## config.mk

```make
export PLATFORM = sky130hd
export DESIGN_NAME = io_wait_gen
export DESIGN_NICKNAME = d
export VERILOG_FILES = /design/src/rtl/io_wait_pkg.sv /design/src/rtl/io_region_sel.sv /design/src/rtl/io_wait_calc.sv /design/src/rtl/io_access_seq.sv /design/src/rtl/io_wait_gen.sv
export SDC_FILE = /design/constraint.sdc
export NUM_CORES = 1
export LEC_CHECK = 0
export BUFFER_PORTS_ARGS = -buffer_cell sky130_fd_sc_hd__clkbuf_2
export CAP_MARGIN = 20
export CORE_MARGIN = 4
export CORE_UTILIZATION = 47
export DETAILED_ROUTE_END_ITERATION = 7
export PLACE_DENSITY_LB_ADDON = 0.08
export SLEW_MARGIN = 20
export SYNTH_ARGS = -nofsm -noshare
export SYNTH_HDL_FRONTEND = slang
export SYNTH_SLANG_ARGS = --single-unit
```

## constraint.sdc

```tcl
create_clock -name clk -period 2.47 [get_ports clk]
set_input_delay 0.741 -clock clk [delete_from_list [all_inputs] [get_ports clk]]
set_output_delay 0.741 -clock clk [all_outputs]
set_load 0.01 [all_outputs]
```

## src/rtl/io_wait_pkg.sv

```systemverilog
package io_wait_pkg;
  typedef enum logic [1:0] {
    ST_IDLE = 2'd0,
    ST_WAIT = 2'd1,
    ST_DONE = 2'd2
  } seq_state_t;
endpackage

```

## src/rtl/io_region_sel.sv

```systemverilog
module io_region_sel #(
  parameter int IO_AW   = 11,
  parameter int NREGION = 4,
  parameter int CNT_W   = 3
) (
  input  logic [IO_AW-1:0]         addr,
  input  logic [NREGION*CNT_W-1:0] cfg,
  output logic [CNT_W-1:0]         n_sel
);
  localparam int RB = (NREGION > 1) ? $clog2(NREGION) : 1;

  logic [CNT_W-1:0] field [NREGION];

  for (genvar g = 0; g < NREGION; g++) begin : g_unpack
    assign field[g] = cfg[g*CNT_W +: CNT_W];
  end

  if (NREGION > 1) begin : g_multi
    logic [RB-1:0] idx;
    logic [IO_AW-RB-1:0] unused_low;
    assign idx        = addr[IO_AW-1 -: RB];
    assign unused_low = addr[IO_AW-RB-1:0];
    assign n_sel      = field[idx];
  end else begin : g_single
    logic [IO_AW-1:0] unused_addr;
    assign unused_addr = addr;
    assign n_sel       = field[0];
  end
endmodule

```

## src/rtl/io_wait_calc.sv

```systemverilog
module io_wait_calc #(
  parameter int CNT_W  = 3,
  localparam int WAIT_W = CNT_W + 1
) (
  input  logic [CNT_W-1:0]  n,
  input  logic              stretch,
  output logic [WAIT_W-1:0] waits
);
  always_comb begin
    if (stretch) waits = {n, 1'b1};
    else         waits = {1'b0, n};
  end
endmodule

```

## src/rtl/io_access_seq.sv

```systemverilog
module io_access_seq
  import io_wait_pkg::*;
#(
  parameter int WAIT_W = 4
) (
  input  logic              clk,
  input  logic              rst,
  input  logic              req,
  input  logic              wr,
  input  logic [WAIT_W-1:0] waits,
  output logic              iosel,
  output logic              ready,
  output logic              wr_q
);
  seq_state_t        state;
  logic [WAIT_W-1:0] remain;

  always_ff @(posedge clk) begin
    if (rst) begin
      state  <= ST_IDLE;
      remain <= '0;
      iosel  <= 1'b0;
      ready  <= 1'b0;
      wr_q   <= 1'b0;
    end else begin
      unique case (state)
        ST_IDLE: begin
          if (req) begin
            iosel  <= 1'b1;
            wr_q   <= wr;
            remain <= waits;
            if (waits == '0) begin
              state <= ST_DONE;
              ready <= 1'b1;
            end else begin
              state <= ST_WAIT;
            end
          end
        end
        ST_WAIT: begin
          remain <= remain - 1'b1;
          if (remain == WAIT_W'(1)) begin
            state <= ST_DONE;
            ready <= 1'b1;
          end
        end
        ST_DONE: begin
          state <= ST_IDLE;
          ready <= 1'b0;
          iosel <= 1'b0;
          wr_q  <= 1'b0;
        end
        default: state <= ST_IDLE;
      endcase
    end
  end
endmodule

```

## src/rtl/io_wait_gen.sv

```systemverilog
module io_wait_gen #(
  parameter int BUS_AW  = 14,
  parameter int IO_AW   = 11,
  parameter int NREGION = 4,
  parameter int CNT_W   = 3
) (
  input  logic                     clk,
  input  logic                     rst,
  input  logic                     req_i,
  input  logic [BUS_AW-1:0]        addr_i,
  input  logic                     wr_i,
  input  logic [NREGION*CNT_W-1:0] wait_cfg_i,
  input  logic                     mode_i,
  output logic                     iosel_o,
  output logic                     ready_o,
  output logic                     io_wr_o
);
  localparam int WAIT_W = CNT_W + 1;

  logic [CNT_W-1:0]  n_sel;
  logic [WAIT_W-1:0] waits;

  if (BUS_AW > IO_AW) begin : g_hi
    logic [BUS_AW-IO_AW-1:0] unused_hi;
    assign unused_hi = addr_i[BUS_AW-1:IO_AW];
  end

  io_region_sel #(.IO_AW(IO_AW), .NREGION(NREGION), .CNT_W(CNT_W)) u_sel (
    .addr  (addr_i[IO_AW-1:0]),
    .cfg   (wait_cfg_i),
    .n_sel (n_sel)
  );

  io_wait_calc #(.CNT_W(CNT_W)) u_calc (
    .n       (n_sel),
    .stretch (mode_i),
    .waits   (waits)
  );

  io_access_seq #(.WAIT_W(WAIT_W)) u_seq (
    .clk   (clk),
    .rst   (rst),
    .req   (req_i),
    .wr    (wr_i),
    .waits (waits),
    .iosel (iosel_o),
    .ready (ready_o),
    .wr_q  (io_wr_o)
  );
endmodule

```

==> impl_metrics.ini, run 1 <==
[outcome]
status = finished clean

[floorplanning]
rows = 13
start_util = 0.506
die_w_microns = 45.9
dieArea_sq_um = 2100
ios = 34
core-area_sq_um = 1330
die_h_microns = 45.9

[timing]
final_max_slew_viol_count = 0
finalHoldViolations = 0
slew_headroom = 0.735
rsz0062_at_grt = false
post-route-period-util = 0.710
final.setup.tns_ns = 0
setup_viol = 0
whs_ns = 0.522
min_period_ns = 1.75
fmax_mhz = 570
skew_ns = 0.00621
tightest_slew_ns = 0.398

[route]
drc = 0
ant_nets = 0
via_per_inst = 5.78
drtPass1Iterations = 3
drt_wl_total_microns = 1460
vias = 624
wl_per_cell_microns = 13.5
drtIter0Drc = 11

[power]
pwr-share-clk = 0.284
pwr_density_cell_nw_per_um2 = 534
p_sw_uw = 136
p_leak_nw = 0.341
p_seq_frac = 0.430
power_frac_comb = 0.286
switching_share = 0.322
cellInternalPower_uw = 287
irDropWorstVdd_mv = 0.259

[cts]
clock_latency_ns = 0.27
holdBufCountCts = 0
tritoncts = built
cts.sinks = 9
clkSlewWorstSetupHoldPaths_ns = 0.07
numCtsBuffers = 3
ctsHtreeMaxLevel = 1
cts.path.max_buffers = 2
cts-root-buf = clkbuf_4
cts_setup_buffers = 0
cts_resized = 0

[placed_design]
placed_area_sq_um = 767
gp_congestion = 0.796
portBuffers = 21
dp_hpwl_microns = 1160

[cells_and_area]
drive_gt1_frac = 0.366
antenna_cells = 0
fin_nets = 127
num-fill-cells = 130
final_cell_area_sq_um = 793
area_delta_synth_final_pct = 17.6

[worst_setup_path]
cp_max_fo = 6
critPathLaunchType = input port
crit_start = addr_i[9]
critPathArrivalTime_ns = 1.94
required_ns = 2.66
r2r-start = u_seq.remain[0]
crit_chain = clkbuf_2 -> mux4_2 -> nor2_2 -> nand3_2 -> a221oi_2
criticalPathCategory = input port to register
cp_slowest_cell = mux4_2
end_kind = register
slowest_delay_ns = 0.54

[logic_synthesis]
synth_ff_type = dfxtp_1
yosys_warnings = 0
synth.area.top_cells = dfxtp_1 (27%), mux4_2 (13%), mux2i_1 (7.4%)
ys_seq_area_frac = 0.267
ys_async_sr_fraction = 0
synthCells = 72
synth_edf_count = 0
ys_types = 35
syn_nets = 105
synth_area_sq_um = 674
avgSynthCellArea_sq_um = 9.37
synth_seq_cells = 9
synth_top_cell_by_area = dfxtp_1
yosysTopAreaCellShare = 0.267

[global_route]
track_usage = 0.171
grt_max_degree = 14
grt_pass1_wl_microns = 2540
antenna_found_initial = 0
grt_pass1_vias = 582
grt_overflow = 0

[worst_hold_path]
hp-class = register to register
hp-start = u_seq.wr_q

[flow_run]
max_cap_viol_count = 0
-- layer usage --
metal / wire length [microns] / vias to the layer above / global-route usage
met2: 683 / 14 / 0.261
met5: 0 / - / 0
met3: 80 / 4 / 0.0632
li1: - / 314 / -
met1: 677 / 292 / 0.204
met4: 19 / 0 / 0.0966
-- logic make-up (layout without fill, tap and decap cells) --
kind of cell    count (synthesis)  in the layout  share of synthesized area
fa+ha+maj                       2              2                     0.0371
buf+inv                         8             29                     0.0686
mux                             9              9                      0.208
flops                           9              9                      0.267
simple gates                   22             22                      0.186
compound gates                 22             22                      0.234
-- stage by stage --
step / power (mW) / utilization / worst slack [ns] / std cells
floorplan: 0.271 / - / 0.592 / 72
global placement: 0.303 / 0.575 / 0.434 / 104
detailed placement: 0.307 / 0.575 / 0.433 / 104
CTS: 0.424 / 0.595 / 0.706 / 108
global route: 0.454 / 0.595 / 0.659 / 108
finish: 0.424 / 0.595 / 0.716 / 108
-- synthesized netlist by cell type (2+ instances only) --
cell / count
nand3_1: 2
buf_4: 2
nand2_1: 2
dfxtp_1: 9
mux2i_1: 5
ha_1: 2
nor2_1: 6
a31oi_1: 4
nor2b_1: 2
inv_1: 4
o21ai_0: 4
mux4_2: 4
a21oi_1: 3
nor3b_1: 2
-- worst max-delay path: cells and delay by family --
| family | cells | cell delay, ns |
|---|---|---|
| buf+inv | 1 | 0.18 |
| compound gates | 1 | 0.22 |
| simple gates | 2 | 0.26 |
| mux | 1 | 0.54 |
-- worst paths after layout --
check / endpoint / cells past startpoint / slack [ns]
setup / recovery: u_seq.ready / 5 / 0.72
hold / removal: u_seq.wr_q / 2 / 0.52
setup reg to reg: u_seq.ready / 5 / 1.01
hold reg to reg: u_seq.wr_q / 2 / 0.52
-- flip-flops by register name (all words and copies together) (netlist names) --
signal / count
u_seq.remain: 4
u_seq.ready: 1
u_seq.wr_q: 1
u_seq.state: 2
u_seq.iosel: 1
-- power by group through the flow --
stage	combinational [mW]	sequential, mW	clock, mW
2_1_floorplan	0.0928	0.178	0
3_3_place_gp	0.118	0.185	0
3_5_place_dp	0.122	0.186	0
4_1_cts	0.122	0.182	0.120
5_1_grt	0.138	0.186	0.130
6_report	0.121	0.182	0.120
-- cells in the final DEF, fill, tap and decap left out, types with 3 or more instances in the layout --
cell type / instances
nor2_1: 6
o21ai_0: 4
mux4_2: 4
dfxtp_1: 9
mux2i_1: 5
inv_1: 4
clkbuf_4: 3
a21oi_1: 3
a31oi_1: 4
clkbuf_2: 21
-- area by class of cell --
class | instances | area, sq um | share of cell area
Multi-Input combinational cell | 55 | 448 | 0.565
Timing Repair Buffer | 21 | 105 | 0.132
Inverter | 4 | 15.0 | 0.0189
Clock buffer | 4 | 26.3 | 0.0331
Sequential cell | 9 | 180 | 0.227
Tap cell | 15 | 18.8 | 0.0237
Power figures use the tool's default switching activity.
==> inputs of run 2 (changes only) <==
Settings changed: CORE_UTILIZATION 47 to 39.
Clock period 2.47 ns to 1.4 ns, I/O delays scaled along.
==> run 2 against run 1 <==
- clock skew decreased by 0.0058 ns
- combinational power increased by 140%
- die area increased by 17%
- count of clock-buffer cells in the layout unchanged
- sequential cell count unchanged
- register-to-register slack got worse by 0.89 ns
- hold slack got worse by 0.085 ns
- final cell count increased by 11%
- via count increased by 9.6%
- clock power increased by 68%
==> impl_metrics.ini, run 2 (synthesis gave the netlist of run 1 again) <==
[cells_and_area]
final_cell_mix = clkbuf_2 (20), buf_4 (11), dfxtp_1 (7)
postLayoutCoreUtil = 0.584
fin_nets = 138
largest_register_ffs = 4
antenna_cells = 0
instances_no_fill = 120
largest_registers = u_seq.remain x4, u_seq.state x2
area_delta_synth_final_pct = 36.5
final_common_cell = clkbuf_2
top_register = u_seq.remain
drive_gt1_frac = 0.490

[route]
drtPass1Iterations = 4
via_per_inst = 5.70
drtIter0Drc = 17
ant_nets = 0
drc = 0
vias = 684
wl_per_cell_microns = 13.3
drt_wl_total_microns = 1600

[worst_setup_path]
end_kind = register
critPathArrivalTime_ns = 1.50
reg2reg_slack_ns = 0.12
cp_max_fo = 4
critPathLaunchType = input port
criticalPathCategory = input port to register
required_ns = 1.58

[cts]
tritoncts = built
cts.sinks = 9
clock_latency_ns = 0.26
cts.path.max_buffers = 2
cts-root-buf = clkbuf_4
holdBufCountCts = 0
clkSlewWorstSetupHoldPaths_ns = 0.06
numCtsBuffers = 3
ctsHtreeMaxLevel = 1

[placed_design]
portBuffers = 21
dp_hpwl_microns = 1260
gp_congestion = 0.799
place_inst = 114
place_ws_ns = -0.250

[global_route]
grt_overflow = 0
track_usage = 0.138
grt_pass1_vias = 616
grt_pass1_wl_microns = 2660
grt_max_degree = 10
antenna_found_initial = 0

[timing]
whs_ns = 0.437
finalWorstSetupSlack_ns = 0.0739
rsz0062_at_grt = true
tightest_slew_ns = 0.304
final_max_slew_viol_count = 0
post-route-period-util = 0.947
min_period_ns = 1.33
slew_headroom = 0.797
finalHoldViolations = 0
setup_viol = 0
skew_ns = 0.000427
fmax_mhz = 754

[floorplanning]
rows = 14
die_w_microns = 49.6
core-area_sq_um = 1580
die_h_microns = 49.6
dieArea_sq_um = 2460
start_util = 0.428
ios = 34

[worst_hold_path]
hp-class = input port to register

[outcome]
status = finished clean

[power]
p_leak_nw = 0.407
pwr_density_cell_nw_per_um2 = 882
irDropWorstVdd_mv = 0.677
total_power_uw = 812

[flow_run]
max_cap_viol_count = 0
==> run 2: cell type report <==
type | instances | area [sq um]
multi-input combinational | 55 | 479
tap | 16 | 20.0
clock buffer | 4 | 26.3
fill | 149 | 656
inverter | 4 | 15.0
sequential | 9 | 183
timing repair buffer | 32 | 198
==> run 2: final timing paths <==
check             startpoint             end  depth (start not counted)
min reg2reg      u_seq.iosel     u_seq.iosel                          1
min                      rst     u_seq.ready                          2
max                addr_i[9]     u_seq.ready                          5
max reg2reg  u_seq.remain[1]  u_seq.state[0]                          7
==> run 2: timing repair <==
action / CTS / global route
resized for setup: 1 / 13
buffers inserted: 0 / 2
pin swaps: 0 / 6
endpoints found under the setup margin: 1 / 5
==> run 2: routing by layer <==
| metal | global-route usage | routed length [microns] | vias to the layer above |
|---|---|---|---|
| met5 | 0 | 0 | - |
| met4 | 0.0276 | 6 | 0 |
| met3 | 0.0452 | 82 | 2 |
| met2 | 0.229 | 788 | 19 |
| met1 | 0.173 | 724 | 327 |
| li1 | - | - | 336 |
==> run 2: per-stage QoR <==
step / area, sq um / setup TNS, ns
after CTS: 867 / 0
final: 921 / 0
after global routing: 921 / -0.0307
after detailed placement: 836 / -1.27
after floorplan: 678 / -0.300
after global placement: 836 / -1.24
==> run 2: power breakdown <==
part	total [mW]	internal [mW]	switching, mW
Sequential	0.316	0.285	0.0307
Combinational	0.294	0.160	0.134
Clock	0.202	0.110	0.0922
==> run 2: worst max-delay path, cell delays in order <==
cell and delay (ns):
buf_8 0.08, mux4_2 0.54, nor2_4 0.14, nand3_2 0.09
a221oi_2 0.22
==> inputs of run 3 (changes only) <==
Settings changed: CTS_BUF_LIST set to sky130_fd_sc_hd__clkbuf_16.
==> run 3 against run 2 <==
- clock skew grew 0.0017 ns
- combinational power shrank 4%
- final cell count shrank 1.7%
- fmax shrank 2.6%
- global-route usage grew 0.25 points
- highest routed layer unchanged
==> impl_metrics.ini, run 3 (synthesis gave the netlist of run 1 again) <==
[cts]
holdBufCountCts = 0
clkSlewWorstSetupHoldPaths_ns = 0.04
numCtsBuffers = 3
clock_latency_ns = 0.23
cts.sinks = 9
tritoncts = built
cts-root-buf = clkbuf_16
ctsHtreeMaxLevel = 1
cts_setup_buffers = 0
cts.path.max_buffers = 2

[floorplanning]
die_h_microns = 49.6
start_util = 0.428
dieArea_sq_um = 2460
rows = 14
die_w_microns = 49.6
ios = 34
core-area_sq_um = 1580

[global_route]
grt_pass1_vias = 610
grt_pass1_wl_microns = 2680
grt_overflow = 0
track_usage = 0.141
grt_max_degree = 10
antenna_found_initial = 0

[placed_design]
portBuffers = 21
gp_congestion = 0.799
place_inst = 114
placed_area_sq_um = 836
dp_hpwl_microns = 1260

[cells_and_area]
final_cell_area_sq_um = 956
area_delta_synth_final_pct = 41.7
fin_nets = 136
final_cell_mix = clkbuf_2 (20), buf_4 (9), dfxtp_1 (8)
num-fill-cells = 148
largest_register_ffs = 4
ff_latch_area_sq_um = 181
top_register = u_seq.remain
instances_no_fill = 118
largest_registers = u_seq.remain x4, u_seq.state x2
antenna_cells = 0
drive_gt1_frac = 0.480
final_common_cell = clkbuf_2
multiInputGateArea_sq_um = 478

[timing]
slew_headroom = 0.799
post-route-period-util = 0.973
finalHoldViolations = 0
final.setup.tns_ns = 0
setup_viol = 0
tightest_slew_ns = 0.301
min_period_ns = 1.36
skew_ns = 0.00212
rsz0062_at_grt = true
fmax_mhz = 734
final_max_slew_viol_count = 0

[worst_setup_path]
required_ns = 1.55
critPathLaunchType = input port
r2r_cells = 6
reg2reg_slack_ns = 0.13
end_kind = register
r2r-start = u_seq.remain[0]
critPathArrivalTime_ns = 1.51
r2r_end = u_seq.remain[2]
cp_max_fo = 4
criticalPathCategory = input port to register

[worst_hold_path]
whs_endpoint = u_seq.ready
hp-start = rst
hp-class = input port to register
min_path_cells = 2

[power]
pwr_density_cell_nw_per_um2 = 1140
power_frac_comb = 0.260
p_sw_uw = 278
cellInternalPower_uw = 809
irDropWorstVdd_mv = 0.693
p_leak_nw = 0.425
switching_share = 0.256
p_seq_frac = 0.288
pwr-share-clk = 0.451

[route]
wl_per_cell_microns = 13.3
ant_nets = 0
via_per_inst = 5.62
vias = 663
drt_wl_total_microns = 1570
drtPass1Iterations = 4
drtIter0Drc = 16
drc = 0

[flow_run]
max_cap_viol_count = 0

[outcome]
status = finished clean
==> run 3: worst max path at each step <==
stage                     cells after the start  slack (ns)         endpoint      start
after floorplan                               5       -0.11      u_seq.ready  addr_i[9]
after global placement                        4       -0.26  u_seq.remain[3]  addr_i[9]
after detailed placement                      4       -0.25  u_seq.remain[3]  addr_i[9]
after CTS                                     5       0.001      u_seq.ready  addr_i[9]
after global routing                          5       -0.05      u_seq.ready  addr_i[9]
final                                         5        0.04      u_seq.ready  addr_i[9]
==> run 3: critical path, stage by stage <==
cell      delay (ns)
buf_8           0.08
mux4_2          0.55
nor2_4          0.14
nand3_2         0.09
a221oi_2        0.22
==> run 3: layer usage <==
metal | global-route usage | vias to the layer above | wire [microns]
met4 | 0.0415 | 0 | 12
met3 | 0.0361 | 2 | 77
met1 | 0.181 | 311 | 707
met5 | 0 | - | 0
li1 | - | 335 | -
met2 | 0.229 | 15 | 769
==> run 3: metrics by stage <==
step | utilization | total power [mW] | hold WS, ns | setup WS (ns)
6_report | 0.606 | 1.09 | 0.468 | 0.0379
5_1_grt | 0.606 | 1.15 | 0.494 | -0.0539
4_1_cts | 0.587 | 1.08 | 0.461 | 0.00107
3_5_place_dp | 0.530 | 0.575 | 0.508 | -0.250
3_3_place_gp | 0.530 | 0.569 | 0.505 | -0.262
2_1_floorplan | - | 0.479 | 0.486 | -0.110
==> run 3: area by class of cell <==
type / count / area share
clock buffers: 3 / 0.0785
repair buffers: 30 / 0.191
flip-flops and latches: 9 / 0.190
inverters: 4 / 0.0157
well taps: 16 / 0.0209
multi-input cells: 55 / 0.500
clock inverters: 1 / 0.00393
==> run 3: what timing repair did <==
| item | 4_1_cts | 5_1_grt |
|---|---|---|
| gates resized for setup | 2 | 11 |
| endpoints found under the setup margin | 2 | 6 |
| pin swaps | 0 | 5 |
==> run 3: power by group through the flow <==
stage	Combinational, mW	Sequential [mW]	Clock (mW)
5_1_grt	0.316	0.320	0.517
4_1_cts	0.266	0.312	0.499
3_3_place_gp	0.254	0.314	0
3_5_place_dp	0.259	0.316	0
2_1_floorplan	0.165	0.314	0
6_report	0.283	0.314	0.491
